--- src/rtl/adc_pwr_pkg.sv ---
package adc_pwr_pkg;

  typedef enum logic [1:0] {
    PS_POWERDOWN = 2'd0,
    PS_IDLE      = 2'd1,
    PS_BUSY      = 2'd2,
    PS_DRAIN     = 2'd3
  } pwrState_t;

  typedef enum logic [2:0] {
    OP_NONE   = 3'd0,
    OP_NORMAL = 3'd1,
    OP_TRIG   = 3'd2,
    OP_OFFC   = 3'd3,
    OP_REFR   = 3'd4
  } opKind_t;

  // Control-to-datapath command bundle for one cycle
  typedef struct packed {
    logic    loadOp;
    opKind_t newOp;
    logic    clearOp;
    logic    issue;
    logic    abort;
    logic    clkEn;
  } ctlStrobe_t;

endpackage

--- src/rtl/adc_pwr_dp.sv ---
module adc_pwr_dp
  import adc_pwr_pkg::*;
#(
  parameter logic PD_AT_RESET = 1'b1
) (
  input  logic       clk,
  input  logic       rstN,
  input  logic       pdWrEn,
  input  logic       pdWrData,
  input  logic       trigEn,
  input  logic       trigStart,
  input  logic       startBit,
  input  logic       offCancBit,
  input  ctlStrobe_t ctl,
  output logic       pdReq,
  output logic       startRise,
  output logic       offRise,
  output opKind_t    opCur,
  output logic       startNormal,
  output logic       startTrig,
  output logic       startOffc,
  output logic       startRefresh,
  output logic       abortOp,
  output logic       anaClkEn
);

  logic    pdReqQ;
  logic    startPrev;
  logic    offPrev;
  opKind_t opQ;
  logic    pdWriteBlocked;
  logic [3:0] strobeQ;

  assign pdWriteBlocked = pdWrData && trigEn && trigStart;
  assign startRise      = startBit && !startPrev;
  assign offRise        = offCancBit && !offPrev;
  assign pdReq          = pdReqQ;
  assign opCur          = opQ;

  always_ff @(posedge clk or negedge rstN) begin
    if (!rstN) begin
      pdReqQ    <= PD_AT_RESET;
      startPrev <= 1'b0;
      offPrev   <= 1'b0;
      opQ       <= OP_NONE;
      anaClkEn  <= 1'b0;
      abortOp   <= 1'b0;
    end else begin
      if (pdWrEn && !pdWriteBlocked) pdReqQ <= pdWrData;
      startPrev <= startBit;
      offPrev   <= offCancBit;
      if (ctl.clearOp)     opQ <= OP_NONE;
      else if (ctl.loadOp) opQ <= ctl.newOp;
      anaClkEn <= ctl.clkEn;
      abortOp  <= ctl.abort;
    end
  end

  // One strobe register per operation kind
  localparam opKind_t STROBE_KIND [4] = '{OP_NORMAL, OP_TRIG, OP_OFFC, OP_REFR};

  for (genvar gi = 0; gi < 4; gi++) begin : g_strobe
    always_ff @(posedge clk or negedge rstN) begin
      if (!rstN) strobeQ[gi] <= 1'b0;
      else       strobeQ[gi] <= ctl.issue && (opQ == STROBE_KIND[gi]);
    end
  end

  assign startNormal  = strobeQ[0];
  assign startTrig    = strobeQ[1];
  assign startOffc    = strobeQ[2];
  assign startRefresh = strobeQ[3];

endmodule

--- src/rtl/adc_pwr_fsm.sv ---
module adc_pwr_fsm
  import adc_pwr_pkg::*;
(
  input  logic       clk,
  input  logic       rstN,
  input  logic       pdReq,
  input  logic       startRise,
  input  logic       offRise,
  input  logic       startBit,
  input  logic       offCancBit,
  input  logic       trigEn,
  input  logic       trigPulse,
  input  logic       refreshReq,
  input  logic       abortChain,
  input  logic       convDone,
  input  logic       autoClkOff,
  input  opKind_t    opCur,
  output pwrState_t  state,
  output ctlStrobe_t ctl
);

  pwrState_t stateNext;
  opKind_t   opNext;
  opKind_t   pickOp;
  logic      abortNow;

  always_ff @(posedge clk or negedge rstN) begin
    if (!rstN) state <= PS_POWERDOWN;
    else       state <= stateNext;
  end

  // Fixed request priority: trigger, normal, offset cancel, refresh
  always_comb begin
    pickOp = OP_NONE;
    if (trigEn && trigPulse) pickOp = OP_TRIG;
    else if (startRise)      pickOp = OP_NORMAL;
    else if (offRise)        pickOp = OP_OFFC;
    else if (refreshReq)     pickOp = OP_REFR;
  end

  always_comb begin
    abortNow = (abortChain && (opCur == OP_NORMAL || opCur == OP_TRIG))
            || (!startBit && opCur == OP_NORMAL)
            || (!offCancBit && opCur == OP_OFFC);
  end

  always_comb begin
    stateNext = state;
    opNext    = opCur;
    ctl       = '0;
    unique case (state)
      PS_POWERDOWN: begin
        if (!pdReq) stateNext = PS_IDLE;
      end
      PS_IDLE: begin
        if (pdReq) begin
          stateNext   = PS_POWERDOWN;
          ctl.clearOp = (opCur != OP_NONE);
          opNext      = OP_NONE;
        end else if (opCur != OP_NONE) begin
          ctl.issue = 1'b1;
          stateNext = PS_BUSY;
        end else if (pickOp != OP_NONE) begin
          ctl.loadOp = 1'b1;
          ctl.newOp  = pickOp;
          opNext     = pickOp;
        end
      end
      PS_BUSY, PS_DRAIN: begin
        if (convDone || abortNow) begin
          ctl.clearOp = 1'b1;
          ctl.abort   = abortNow && !convDone;
          opNext      = OP_NONE;
          stateNext   = pdReq ? PS_POWERDOWN : PS_IDLE;
        end else begin
          stateNext = pdReq ? PS_DRAIN : PS_BUSY;
        end
      end
      default: stateNext = PS_POWERDOWN;
    endcase
    ctl.clkEn = (stateNext != PS_POWERDOWN)
             && (!autoClkOff || stateNext == PS_BUSY || stateNext == PS_DRAIN
                 || opNext != OP_NONE);
  end

endmodule

--- src/rtl/adc_pwr_ctrl.sv ---
module adc_pwr_ctrl
  import adc_pwr_pkg::*;
(
  input  logic clk,
  input  logic rstN,
  input  logic pdWrEn,
  input  logic pdWrData,
  input  logic startBit,
  input  logic offCancBit,
  input  logic abortChain,
  input  logic trigEn,
  input  logic trigStart,
  input  logic autoClkOff,
  input  logic trigPulse,
  input  logic refreshReq,
  input  logic convDone,
  output logic pdStatus,
  output logic anaClkEn,
  output logic startNormal,
  output logic startTrig,
  output logic startOffc,
  output logic startRefresh,
  output logic abortOp
);

  ctlStrobe_t ctl;
  pwrState_t  state;
  opKind_t    opCur;
  logic       pdReq;
  logic       startRise;
  logic       offRise;

  adc_pwr_fsm u_fsm (
    .clk        (clk),
    .rstN       (rstN),
    .pdReq      (pdReq),
    .startRise  (startRise),
    .offRise    (offRise),
    .startBit   (startBit),
    .offCancBit (offCancBit),
    .trigEn     (trigEn),
    .trigPulse  (trigPulse),
    .refreshReq (refreshReq),
    .abortChain (abortChain),
    .convDone   (convDone),
    .autoClkOff (autoClkOff),
    .opCur      (opCur),
    .state      (state),
    .ctl        (ctl)
  );

  adc_pwr_dp #(.PD_AT_RESET(1'b1)) u_dp (
    .clk          (clk),
    .rstN         (rstN),
    .pdWrEn       (pdWrEn),
    .pdWrData     (pdWrData),
    .trigEn       (trigEn),
    .trigStart    (trigStart),
    .startBit     (startBit),
    .offCancBit   (offCancBit),
    .ctl          (ctl),
    .pdReq        (pdReq),
    .startRise    (startRise),
    .offRise      (offRise),
    .opCur        (opCur),
    .startNormal  (startNormal),
    .startTrig    (startTrig),
    .startOffc    (startOffc),
    .startRefresh (startRefresh),
    .abortOp      (abortOp),
    .anaClkEn     (anaClkEn)
  );

  assign pdStatus = (state == PS_POWERDOWN);

endmodule

--- config.mk ---
export PLATFORM = sky130hd
export DESIGN_NAME = adc_pwr_ctrl
export DESIGN_NICKNAME = d
export VERILOG_FILES = /design/src/rtl/adc_pwr_pkg.sv /design/src/rtl/adc_pwr_dp.sv /design/src/rtl/adc_pwr_fsm.sv /design/src/rtl/adc_pwr_ctrl.sv
export SDC_FILE = /design/constraint.sdc
export NUM_CORES = 1
export LEC_CHECK = 0
export BUFFER_PORTS_ARGS = -buffer_cell sky130_fd_sc_hd__buf_2
export CAP_MARGIN = 40
export CORE_AREA = 2 2 43 45
export CTS_CLUSTER_SIZE = 10
export DETAILED_ROUTE_END_ITERATION = 7
export DIE_AREA = 0 0 45 47
export GPL_ROUTABILITY_DRIVEN = 0
export PLACE_DENSITY = 0.69
export SYNTH_ARGS = -nofsm -noshare
export SYNTH_HDL_FRONTEND = slang
export SYNTH_HIERARCHICAL = 1
export SYNTH_SLANG_ARGS = --single-unit
--- constraint.sdc ---
create_clock -name clk -period 1.53 [get_ports clk]
set_input_delay 0.306 -clock clk [delete_from_list [all_inputs] [get_ports clk]]
set_output_delay 0.306 -clock clk [all_outputs]
set_load 0.01 [all_outputs]
* Word-level counts from Yosys, hierarchy flattened
Index checks and enable logic that the tools add are counted.
Storage, ports and cells: word-level logic and storage cells 86, bits in registers 14, input bits 13, output and inout port bits 7
Operators by class: equal/unequal tests 9, reductions and logical operators 36, muxes and demuxes 30
Operators with widths (count):
- two-way mux 3 bit | 10
- two-way mux 4 bit | 4
- logical AND 1 bit | 15
- two-way mux 1 bit | 9
- nonzero test 3 bit | 3
- == test 2 bit (second input constant) | 4
- two-way mux 2 bit | 4
- logical NOT 1 bit | 7
- logical OR 1 bit | 7
- == test 3 x 2 -> 1 bit (second input constant) | 2
- case mux 2 bit (3 select lines) | 1
- case mux 3 bit (2 select lines) | 1
- nonzero test 2 bit | 2
- == test 3 x 1 -> 1 bit (second input constant) | 1
- == test 3 bit (second input constant) | 1
- == test 2 x 1 -> 1 bit (second input constant) | 1
- logical NOT 2 bit | 1
- case mux 1 bit (2 select lines) | 1
- OR reduction 2 bit | 1

* Longest topological paths before layout
depth after elaboration 13, mapped depth 5, gate-level depth less buffers 5

* Modules after synthesis
Netlist, hierarchy kept.
Modules (own cells, without submodules):
- adc_pwr_dp | instances 1, area each 419.2 um^2, sequential area each 301.5 um^2, cells each 28
- adc_pwr_fsm | instances 1, area each 261.5 um^2, sequential area each 50.0 um^2, cells each 37
- adc_pwr_ctrl | instances 1, area each 3.8 um^2, sequential area each 0.0 um^2, cells each 1

* Least setup slack after synthesis
OpenSTA, ideal clock, no wires.
path kind input to register, start input port offCancBit, end register u_dp.anaClkEn, arrival time 1.391 ns, setup time 0.124 ns, data required time 1.406 ns, stages 5, slack 0.015 ns, buffers on the path 0, cells stage by stage nor2b_1 > a2111oi_0 > a211o_1 > a21oi_1 > a211o_1
RTL lines:
- from (decl) | RTL line adc_pwr_ctrl.sv:9 | input logic offCancBit,
- to (signal assigned) | RTL line adc_pwr_dp.sv:54 | anaClkEn <= ctl.clkEn;
- to (decl) | RTL line adc_pwr_dp.sv:24 | output logic anaClkEn

* Worst setup path in the final report
start register u_dp.opQ[2] (netlist: u_dp/opCur[2]), end register u_fsm.state[1]
On the way: cells in the longest elaborated chain, start to end 8, elaborated cells between the ends (all ways) 15, classes of those cells 3 x eq/ne; 4 x mux; 8 x reduce/logical
Ends and longest elaborated chain:
- from (decl) | RTL line adc_pwr_dp.sv:30 | opKind_t opQ;
- from (signal assigned) | RTL line adc_pwr_dp.sv:53 | else if (ctl.loadOp) opQ <= ctl.newOp;
- == test 3 x 1 -> 1 bit / == test 3 x 2 -> 1 bit (equally long branches) | RTL line adc_pwr_fsm.sv:42, adc_pwr_fsm.sv:43
- logical OR 1 bit | RTL line adc_pwr_fsm.sv:42 | abortNow = (abortChain && (opCur == OP_NORMAL || opCur == OP_TRIG))
- logical AND 1 bit | RTL line adc_pwr_fsm.sv:42
- logical OR 1 bit | RTL line adc_pwr_fsm.sv:43 | || (!startBit && opCur == OP_NORMAL)
- logical OR 1 bit | RTL line adc_pwr_fsm.sv:44 | || (!offCancBit && opCur == OP_OFFC);
- logical OR 1 bit | RTL line adc_pwr_fsm.sv:70 | if (convDone || abortNow) begin
- two-way mux 2 bit | RTL line adc_pwr_fsm.sv:70
- case mux 2 bit (3 select lines) * | RTL line adc_pwr_fsm.sv:51 | unique case (state)
- named net u_fsm.stateNext[1] | RTL line adc_pwr_fsm.sv:22 | pwrState_t stateNext;
- to (signal assigned) | RTL line adc_pwr_fsm.sv:29 | else state <= stateNext;
- to (decl) | RTL line adc_pwr_fsm.sv:18 | output pwrState_t state,
The timed path passes the listed nets; every way through them passes the cells marked *. A chain may end at the register's enable or synchronous reset.

==> impl_metrics.py <==
metrics = {
    "power_and_ir_drop": {
        "p_leak_nw": 0.521,
        "max-vdd-ir-drop_v": 0.000736,
        "report.power.total_w": 0.00133,
        "cellPowerDensity_nw_per_um2": 1330,
        "power.internal_w": 0.000869,
        "swShare_pct": 34.7,
        "p_sw_w": 0.000462,
        "seqPwrFrac_pct": 36.9,
        "clkPwrFrac_pct": 19.8,
        "combPwrFrac_pct": 43.3,
    },
    "clocking": {
        "cts.reportedPaths.clkPinSlew_ns": 0.09,
        "cts_max_level": 1,
        "cts_buffers": 3,
        "cts_buffer_depth": 2,
        "clockRootBuffer": "clkbuf_4",
        "clk_latency_ns": 0.27,
        "cts_tree": "yes",
        "cts.sinks": 14,
    },
    "worst_hold_path": {
        "hold_depth": 1,
        "min_from": "offCancBit",
        "min_to": "u_dp/offPrev",
        "worst_hold_path_type": "input pin to flop",
    },
    "place": {
        "hpwl_mm": 1.16,
        "placed_area_um2": 891,
        "io_buffer_count": 19,
        "pre_cts_slack_ns": -0.211,
    },
    "floorplan": {
        "core_area_um2": 1650,
        "die-area_um2": 2120,
        "ioPinCount": 20,
        "die_w_um": 45,
        "dieHeight_um": 47,
        "num_rows": 15,
        "start_util_pct": 41.4,
    },
    "yosys": {
        "ys_seq_area_share_pct": 51.4,
        "synthCells": 66,
        "synth_mux_area_share_pct": 4.39,
        "synth_top_family_by_area": "simple AND/OR/NAND/NOR gates",
        "yosysMostFrequentCell": "dfrtp_1",
        "synthFlopType": "dfrtp_1",
        "synth_top_area_cell": "dfrtp_1",
        "synth_top_area_share_pct": 47.5,
        "ys_top_cells_by_area": "dfrtp_1 48%, mux2i_1 4.4%, nor2_1 4.4%",
        "synth_seq_cells": 14,
        "synth_area_um2": 684,
        "synth_fp_nets": 79,
        "synth_cell_types": 27,
        "synth_xor_area_share_pct": 0,
        "synth_fa_ha_area_share_pct": 0,
        "synthSimpleGateAreaFrac_pct": 26.1,
        "synth_compound_area_share_pct": 15.9,
        "synth_edf_count": 0,
        "ys.warnings.count": 6,
        "async_reset_ff_share_pct": 100,
        "syn-mean-instance-area_um2": 10.4,
        "synth_common_cells": "13 x dfrtp_1, 8 x nor2_1, 5 x a21oi_1, 4 x inv_1, 4 x nor2b_1",
    },
    "routing": {
        "route.vias.total": 651,
        "drcViolationCount": 0,
        "drt_iter0_drc": 11,
        "first_pass_iters": 4,
        "wl_per_cell_um": 13.8,
        "route.detailed.vias_per_inst": 5.43,
        "wl_mm": 1.65,
        "antenna_left": 0,
    },
    "setup_path": {
        "worstSetupStartpointType": "flop",
        "r2r_end": "u_fsm/state[1]",
        "endpoint_kind": "flop",
        "reg2reg_slack_ns": 0.03,
        "reg2reg_from": "u_dp/opCur[2]",
        "critical_path_class": "flop to flop",
        "cp.arrival_ns": 1.67,
        "worstRegToRegCells": 4,
        "critPathMaxFanout": 4,
        "cp.required_ns": 1.70,
    },
    "timing": {
        "setup_tns_ns": 0,
        "rsz0062_at_grt": "true",
        "worst_pin_slew_ns": 0.416,
        "fin_skew_ns": 0.00311,
        "finalCriticalPeriod_ns": 1.50,
        "max_slew_margin_pct": 72.2,
        "fin_crit_sh_pct": 98.0,
        "maxSlewViolCount": 0,
        "setup_viol": 0,
        "hold_ws_ns": 0.161,
        "fmax_mhz": 667,
        "hold_violations": 0,
        "worst_slack_ns": 0.0304,
    },
    "cells_and_area": {
        "n_antenna_cell": 0,
        "drive_above_1_share_pct": 49.5,
        "synthToLayoutAreaGrowth_pct": 46.4,
        "finalInstanceArea_um2": 1000,
        "layout.nets": 117,
    },
    "outcome": {
        "outcome": "finished clean",
    },
    "run": {
        "maxCapViolCount": 0,
    },
    "grt": {
        "grt_first_pass_wirelength_mm": 2.37,
        "grt_pass1_vias": 580,
        "antenna_found_initial": 0,
        "grt_max_degree": 15,
        "grtUsageTotal_pct": 16.4,
        "overflow": 0,
    },
}
-- metal layers --
metal	vias up	GRT usage (%)	share of wire, %
met4	0	10.0	1.4
li1	315	-	-
met3	4	5.00	3.2
met5	-	0	0
met1	318	18.8	43
met2	14	26.9	53
-- how the worst max path moves through the flow --
stage	from	end	slack (ns)	depth (start not counted)
after global routing	u_dp/opCur[2]	u_dp/opCur[2]	-0.07	6
after detailed placement	offCancBit	u_dp/anaClkEn	-0.21	7
after CTS	u_dp/opCur[0]	u_fsm/state[1]	0.0002	5
after floorplan	offCancBit	u_dp/anaClkEn	0.01	5
after global placement	offCancBit	u_dp/anaClkEn	-0.13	7
final	u_dp/opCur[2]	u_fsm/state[1]	0.03	4
-- sequential cells by signal, indices dropped and copies added, names as in the netlist --
name               count
u_dp/opCur             3
u_fsm/state            2
u_dp/abortOp           1
u_dp/anaClkEn          1
u_dp/offPrev           1
u_dp/pdReq             1
u_dp/startNormal       1
u_dp/startOffc         1
u_dp/startPrev         1
u_dp/startRefresh      1
u_dp/startTrig         1
-- final cells by class --
class | instances | area [um^2]
flip-flops and latches | 14 | 354
repair buffers | 33 | 206
multi-input cells | 48 | 369
inverters | 4 | 15.0
clock buffers | 4 | 36.3
well taps | 17 | 21.3
fillers | 147 | 649
-- metrics by stage --
step,cells,util (%)
2_1_floorplan,66,-
3_3_place_gp,114,53.9
3_5_place_dp,114,53.9
4_1_cts,119,57.3
5_1_grt,120,60.7
6_report,120,60.7
-- logic make-up after synthesis --
logic type	Yosys count
and+or+nand+nor	30
AOI/OAI and AO/OA	15
DFF	14
buffers and inverters	4
muxes	3
-- power groups by stage --
stage	registers [W]	logic (W)	clock network (W)
3_3_place_gp	0.000490	0.000458	0
5_1_grt	0.000497	0.000631	0.000302
3_5_place_dp	0.000488	0.000468	0
6_report	0.000492	0.000577	0.000263
4_1_cts	0.000480	0.000482	0.000275
2_1_floorplan	0.000509	0.000252	0
-- critical path: stages, from the launching register on --
cell     delay, ns
dfrtp_1       0.44
a311o_1       0.38
or2_4         0.29
buf_4         0.14
a21o_1        0.15
-- cell usage in the layout (no fill, tap or decap), drive strengths merged, types with 3 or more instances in the layout --
master  instances
a21oi           5
buf            32
clkbuf          4
dfrtp          13
inv             4
mux2i           3
nand2           3
nor2            8
nor2b           4
nor3            3
-- timing repair --
item / CTS / global route
gates resized for setup: 3 / 12
setup buffers: 0 / 1
endpoints found under the setup margin: 4 / 7
hold endpoints to repair: 13 / 0
pin swaps: 0 / 6
hold buffers: 1 / 0
Note: power is estimated with default switching activity, not from simulation.
